### src/rtl/csr_win_pkg.sv
package csr_win_pkg;

    // Read-steering machine states
    typedef enum logic {
        RS_MISS = 1'b0,
        RS_HIT  = 1'b1
    } rd_state_e;

endpackage

### src/rtl/csr_win_match.sv
module csr_win_match #(
    parameter int     ADDR_W = 16,
    parameter int     LOC_W  = 10,
    parameter int     DATA_W = 8,
    parameter int     AW     = 10,
    parameter longint BASE   = 0
) (
    input  logic [ADDR_W-1:0] up_addr,
    input  logic              up_r_stb,
    input  logic              up_w_stb,
    input  logic [DATA_W-1:0] up_w_data,
    output logic              hit,
    output logic [LOC_W-1:0]  dn_addr,
    output logic              dn_r_stb,
    output logic              dn_w_stb,
    output logic [DATA_W-1:0] dn_w_data
);
    localparam logic [ADDR_W-1:0] BASE_V = ADDR_W'(BASE);
    localparam logic [ADDR_W-1:0] MASK_V = ADDR_W'((longint'(1) << AW) - 1);

    always_comb begin
        hit       = ((up_addr >> AW) == (BASE_V >> AW));
        dn_addr   = hit ? LOC_W'(up_addr & MASK_V) : '0;
        dn_r_stb  = hit & up_r_stb;
        dn_w_stb  = hit & up_w_stb;
        dn_w_data = hit ? up_w_data : '0;
    end

endmodule

### src/rtl/csr_rd_steer.sv
module csr_rd_steer
    import csr_win_pkg::*;
#(
    parameter int N_WIN  = 3,
    parameter int DATA_W = 8,
    parameter int IDX_W  = (N_WIN > 1) ? $clog2(N_WIN) : 1
) (
    input  logic                    clk,
    input  logic                    rst_n,
    input  logic [N_WIN-1:0]        hit,
    input  logic [N_WIN*DATA_W-1:0] dn_r_data,
    output logic [DATA_W-1:0]       up_r_data
);
    rd_state_e          state_q, state_d;
    logic [IDX_W-1:0]   idx_q, idx_d;

    // Next-state selection
    always_comb begin
        state_d = RS_MISS;
        idx_d   = '0;
        for (int k = 0; k < N_WIN; k++) begin
            if (hit[k]) begin
                state_d = RS_HIT;
                idx_d   = IDX_W'(k);
            end
        end
    end

    // State register
    always_ff @(posedge clk or negedge rst_n) begin
        if (!rst_n) begin
            state_q <= RS_MISS;
            idx_q   <= '0;
        end else begin
            state_q <= state_d;
            idx_q   <= idx_d;
        end
    end

    // Output steering
    always_comb begin
        up_r_data = '0;
        unique case (state_q)
            RS_MISS: up_r_data = '0;
            RS_HIT:  up_r_data = dn_r_data[int'(idx_q)*DATA_W +: DATA_W];
            default: up_r_data = '0;
        endcase
    end

    AST_HIT_TO_STATE: assert property (@(posedge clk) disable iff (!rst_n)
        (|hit) |=> (state_q == RS_HIT));
    AST_MISS_TO_STATE: assert property (@(posedge clk) disable iff (!rst_n)
        (hit == '0) |=> (state_q == RS_MISS));

endmodule

### src/rtl/csr_window_decoder.sv
module csr_window_decoder #(
    parameter int                 ADDR_W    = 16,
    parameter int                 DATA_W    = 8,
    parameter int                 N_WIN     = 3,
    parameter logic [N_WIN*8-1:0] SUB_AW    = {8'd10, 8'd10, 8'd10},
    parameter logic [N_WIN*8-1:0] ALIGN_PRE = {8'd12, 8'd0, 8'd0},
    parameter int                 LOC_W     = 10
) (
    input  logic                    clk,
    input  logic                    rst_n,
    input  logic [ADDR_W-1:0]       up_addr,
    input  logic                    up_r_stb,
    input  logic                    up_w_stb,
    input  logic [DATA_W-1:0]       up_w_data,
    output logic [DATA_W-1:0]       up_r_data,
    output logic [N_WIN*LOC_W-1:0]  dn_addr,
    output logic [N_WIN-1:0]        dn_r_stb,
    output logic [N_WIN-1:0]        dn_w_stb,
    output logic [N_WIN*DATA_W-1:0] dn_w_data,
    input  logic [N_WIN*DATA_W-1:0] dn_r_data
);
    // Base of window k: optional alignment step, then size alignment
    function automatic longint win_base(input int k);
        longint ptr;
        longint b;
        int     a;
        int     w;
        ptr = 0;
        b   = 0;
        for (int j = 0; j < N_WIN; j++) begin
            a = int'(ALIGN_PRE[j*8 +: 8]);
            w = int'(SUB_AW[j*8 +: 8]);
            if (a > 0) ptr = ((ptr + (longint'(1) << a) - 1) >> a) << a;
            ptr = ((ptr + (longint'(1) << w) - 1) >> w) << w;
            if (j == k) b = ptr;
            ptr = ptr + (longint'(1) << w);
        end
        return b;
    endfunction

    logic [N_WIN-1:0] hit;

    for (genvar i = 0; i < N_WIN; i++) begin : g_win
        csr_win_match #(
            .ADDR_W (ADDR_W),
            .LOC_W  (LOC_W),
            .DATA_W (DATA_W),
            .AW     (int'(SUB_AW[i*8 +: 8])),
            .BASE   (win_base(i))
        ) u_match (
            .up_addr   (up_addr),
            .up_r_stb  (up_r_stb),
            .up_w_stb  (up_w_stb),
            .up_w_data (up_w_data),
            .hit       (hit[i]),
            .dn_addr   (dn_addr[i*LOC_W +: LOC_W]),
            .dn_r_stb  (dn_r_stb[i]),
            .dn_w_stb  (dn_w_stb[i]),
            .dn_w_data (dn_w_data[i*DATA_W +: DATA_W])
        );
    end

    csr_rd_steer #(
        .N_WIN  (N_WIN),
        .DATA_W (DATA_W)
    ) u_steer (
        .clk       (clk),
        .rst_n     (rst_n),
        .hit       (hit),
        .dn_r_data (dn_r_data),
        .up_r_data (up_r_data)
    );

    // Marks that one edge has passed since reset, so $past is meaningful
    logic past_ok;
    always_ff @(posedge clk or negedge rst_n) begin
        if (!rst_n) past_ok <= 1'b0;
        else        past_ok <= 1'b1;
    end

    AST_ONE_WINDOW: assert property (@(posedge clk) disable iff (!rst_n)
        $onehot0(hit));
    AST_WSTB_NEEDS_UP: assert property (@(posedge clk) disable iff (!rst_n)
        (dn_w_stb != '0) |-> up_w_stb);
    AST_RSTB_NEEDS_UP: assert property (@(posedge clk) disable iff (!rst_n)
        (dn_r_stb != '0) |-> up_r_stb);
    AST_MISS_READS_ZERO: assert property (@(posedge clk) disable iff (!rst_n)
        (past_ok && ($past(hit) == '0)) |-> (up_r_data == '0));

    for (genvar i = 0; i < N_WIN; i++) begin : g_chk
        AST_RD_STEERED: assert property (@(posedge clk) disable iff (!rst_n)
            (past_ok && $past(hit[i])) |-> (up_r_data == dn_r_data[i*DATA_W +: DATA_W]));
        AST_WDATA_PASSED: assert property (@(posedge clk) disable iff (!rst_n)
            dn_w_stb[i] |-> (dn_w_data[i*DATA_W +: DATA_W] == up_w_data));
    end

endmodule

### config.mk
export PLATFORM = sky130hd
export DESIGN_NAME = csr_window_decoder
export DESIGN_NICKNAME = d
export VERILOG_FILES = /design/src/rtl/csr_win_pkg.sv /design/src/rtl/csr_win_match.sv /design/src/rtl/csr_rd_steer.sv /design/src/rtl/csr_window_decoder.sv
export SDC_FILE = /design/constraint.sdc
export NUM_CORES = 1
export LEC_CHECK = 0
export BUFFER_PORTS_ARGS = -buffer_cell sky130_fd_sc_hd__buf_2
export CAP_MARGIN = 20
export CORE_MARGIN = 2
export CORE_UTILIZATION = 30
export CTS_CLUSTER_SIZE = 14
export DETAILED_ROUTE_END_ITERATION = 12
export GPL_TIMING_DRIVEN = 0
export PLACE_DENSITY_LB_ADDON = 0.25
export SKIP_LAST_GASP = 1
export SYNTH_ARGS = -nofsm -noshare
export SYNTH_HDL_FRONTEND = slang
export SYNTH_SLANG_ARGS = --single-unit
### constraint.sdc
create_clock -name clk -period 2.33 [get_ports clk]
set_clock_uncertainty 0.05 [all_clocks]
set_input_delay 0.3495 -clock clk [delete_from_list [all_inputs] [get_ports clk]]
set_output_delay 0.3495 -clock clk [all_outputs]
set_load 0.02 [all_outputs]
==> impl_results.rst <==
.. list-table::
   :header-rows: 1

   * - Metric
     - Value
   * - Clock period minus worst slack
     - 2230 ps
   * - Status
     - completed
   * - Startpoint type of the worst setup path
     - primary input
   * - Leak pwr
     - 0.000966 uW
   * - Top post-synthesis cells by count
     - 68 x sky130_fd_sc_hd__and2_1, 8 x sky130_fd_sc_hd__mux2i_1, 8 x sky130_fd_sc_hd__nand3b_1, 8 x sky130_fd_sc_hd__o21ai_0, 6 x sky130_fd_sc_hd__buf_4
   * - Synth top area share
     - 50.2%
   * - Share of synthesized flip-flops with an asynchronous set or reset
     - 100%
   * - Number of antenna-violating nets in the routed design
     - 0
   * - Number of clock sinks seen by CTS
     - 3
   * - Overall via count from detail_route
     - 1207
   * - DRC violation total after the first TritonRoute iteration
     - 35
   * - Total routed wirelength
     - 2.80 mm
   * - Top cells by area in the synthesized netlist
     - sky130_fd_sc_hd__and2_1 50%, sky130_fd_sc_hd__mux2i_1 9.5%, sky130_fd_sc_hd__dfrtp_1 8.9%
   * - Hold Fails Final Rpt
     - 0
   * - Peak supply drop
     - 163 uV
   * - Number of nets at the end of the flow
     - 295
   * - RePlAce Congestion
     - 0.717
   * - Fraction of layout instances using a drive strength above 1
     - 57.0%
   * - Global-route wire length before repair
     - 4.63 mm
   * - Pre-CTS WS
     - 96.7 ps
   * - Avg Cell Area, Syn
     - 7.18 sq um
   * - Ratio of final minimum period to clock period
     - 95.5%
   * - Netlist area before placement
     - 847 sq um
   * - Number of antenna violations at the first check in global routing
     - 0
   * - Library cell used as clock root buffer
     - sky130_fd_sc_hd__clkbuf_4
   * - Yosys warnings
     - 0
   * - Syn nets
     - 170
   * - Max-slew violations
     - 0
   * - Post-synth EDFFs
     - 0
   * - Post-layout worst setup margin
     - 105 ps
   * - Starting density of the core
     - 31.3%
   * - Max capacitance violation total
     - 0
   * - DR vias/cell
     - 4.42
   * - Die area
     - 3260 sq um
   * - Half-perimeter wire length after placement
     - 2.32 mm
   * - Number of antenna cells inserted
     - 0
   * - Number of distinct library cell variants in the gate-level netlist after synthesis
     - 17
   * - Vertical die dimension
     - 57.1 um
   * - Worst EP arrival
     - 1830 ps
   * - Clock buffers created by TritonCTS
     - 3
   * - GRT Resource Usage Total
     - 17.0%
   * - Number of global-route vias before repair
     - 1109
   * - Port Buffer Count
     - 119
   * - Count of placed standard cells including taps
     - 268
   * - Post-CTS Setup Bufs
     - 0
   * - Req. time, crit path
     - 1930 ps
   * - Register clock-pin slew on the reported worst setup and hold paths
     - 30 ps
   * - Die Width
     - 57.1 um
   * - Core area
     - 2710 sq um
   * - Endpoints failing setup
     - 0
   * - Setup repair after global routing missed its margin
     - no
   * - Final cell count without fillers
     - 273
   * - Layout Area Growth over Synthesis
     - 79.2%
   * - DRT Pass-1 Iters
     - 4
   * - End-of-flow core utilization
     - 56.0%
   * - Path type of the worst setup path
     - primary input to output pin
   * - Most frequent cell after synthesis
     - sky130_fd_sc_hd__and2_1
   * - Pin count of the biggest net entering global routing
     - 11
   * - Htree depth
     - 1
   * - Clock tree from TritonCTS
     - yes
   * - Cell accounting for the most synthesized area
     - sky130_fd_sc_hd__and2_1
   * - Commonest register cell after synthesis
     - sky130_fd_sc_hd__dfrtp_1
   * - Post-detailed-route DRC marker count
     - 0
   * - Crit Path Max Fanout
     - 10
   * - Type of destination of the critical path
     - output pin
   * - Power density over the cells
     - 156 nW/um^2
   * - Routed wire per std cell
     - 10.2 um
   * - Largest buffer count on any clock path
     - 2
   * - Slew @ Worst Pin
     - 366 ps
   * - Remaining Overflow, GRT
     - 0
   * - Maximum clock frequency
     - 0.449 GHz
   * - Placement Rows
     - 19
   * - Kind of path behind the tightest hold check
     - primary input to register
   * - Register bit total from synthesis
     - 3
   * - Seq/Total Area, Yosys
     - 8.86%
   * - Rel. slew slack
     - 75.6%
   * - Synthesized instance count
     - 118
   * - Total negative slack
     - 0 ps
   * - IO Count
     - 120
==> critical path, stage by stage <==
cell                      delay, ps
sky130_fd_sc_hd__buf_2          110
sky130_fd_sc_hd__or4_4          560
sky130_fd_sc_hd__nor3b_4        270
sky130_fd_sc_hd__buf_6          170
sky130_fd_sc_hd__and2_1         120
sky130_fd_sc_hd__buf_4           90
sky130_fd_sc_hd__buf_2          150
==> cell usage in the layout (no fill, tap or decap) <==
cell type / n
sky130_fd_sc_hd__buf_2: 122
sky130_fd_sc_hd__and2_1: 68
sky130_fd_sc_hd__mux2i_1: 8
sky130_fd_sc_hd__nand3b_1: 8
sky130_fd_sc_hd__o21ai_0: 8
sky130_fd_sc_hd__buf_4: 6
sky130_fd_sc_hd__clkbuf_1: 5
sky130_fd_sc_hd__clkbuf_4: 3
sky130_fd_sc_hd__dfrtp_1: 3
sky130_fd_sc_hd__buf_6: 2
sky130_fd_sc_hd__or4_4: 1
sky130_fd_sc_hd__nor3b_4: 1
sky130_fd_sc_hd__nor3_1: 1
sky130_fd_sc_hd__nor2_1: 1
sky130_fd_sc_hd__and3_2: 1
sky130_fd_sc_hd__nor3_2: 1
sky130_fd_sc_hd__and2_2: 1
sky130_fd_sc_hd__a21oi_1: 1
sky130_fd_sc_hd__dlygate4sd3_1: 1
==> per-stage QoR <==
step	hold WS [ps]	power [uW]	instance area (sq um)
after floorplan	3.91	87.3	847
after global placement	95.5	146	1480
after detailed placement	95.2	147	1480
after CTS	384	241	1520
after global routing	395	256	1520
final	384	237	1520
==> area by class of cell <==
| type | instances | area [sq um] |
|---|---|---|
| plain buffers | 15 | 97.6 |
| clock buffers | 4 | 26.3 |
| flip-flops and latches | 3 | 75.1 |
| multi-input cells | 100 | 674 |
| well taps | 31 | 38.8 |
| fillers | 276 | 1190 |
| repair buffers | 120 | 606 |
==> state kept, by name, summed over array words and instances (netlist names) <==
register         flops
u_steer.idx_q        2
u_steer.state_q      1
==> report_power, final <==
group | switching, uW | total (uW) | internal, uW
clock | 24.7 | 88.8 | 64.0
sequential | 1.02 | 54.1 | 53.1
combinational | 43.2 | 93.9 | 50.7
==> metal layers <==
metal | global-route usage (%) | wire length, um
met3 | 2.04 | 239
met2 | 32.0 | 1380
met4 | 3.99 | 27
met1 | 20.4 | 1160
met5 | 0 | 0
==> logic make-up (layout without fill, tap and decap cells) <==
logic type	count (synthesis)	count (layout)	synth area share (%)
AND/OR/NAND/NOR	83	83	64.8
multiplexers	8	8	9.45
buffers and inverters	15	139	11.5
AO/OA/AOI/OAI	9	9	5.32
flip-flops	3	3	8.86
==> timing repair <==
| action | in CTS | in global routing |
|---|---|---|
| hold buffers | 1 | 0 |
| resized for setup | 0 | 0 |
| hold endpoints to repair | 3 | 0 |
==> path summary, 6_finish.rpt <==
path / to / depth (start not counted) / start
worst max-delay path: dn_w_stb[1] / 7 / up_addr[12]
min in group asynchronous: u_steer.idx_q[1]$_DFF_PN0_ / 2 / rst_n
worst min-delay path: u_steer.state_q$_DFF_PN0_ / 3 / up_addr[14]
max in group asynchronous: u_steer.state_q$_DFF_PN0_ / 2 / rst_n
Power figures use the tool's default switching activity.
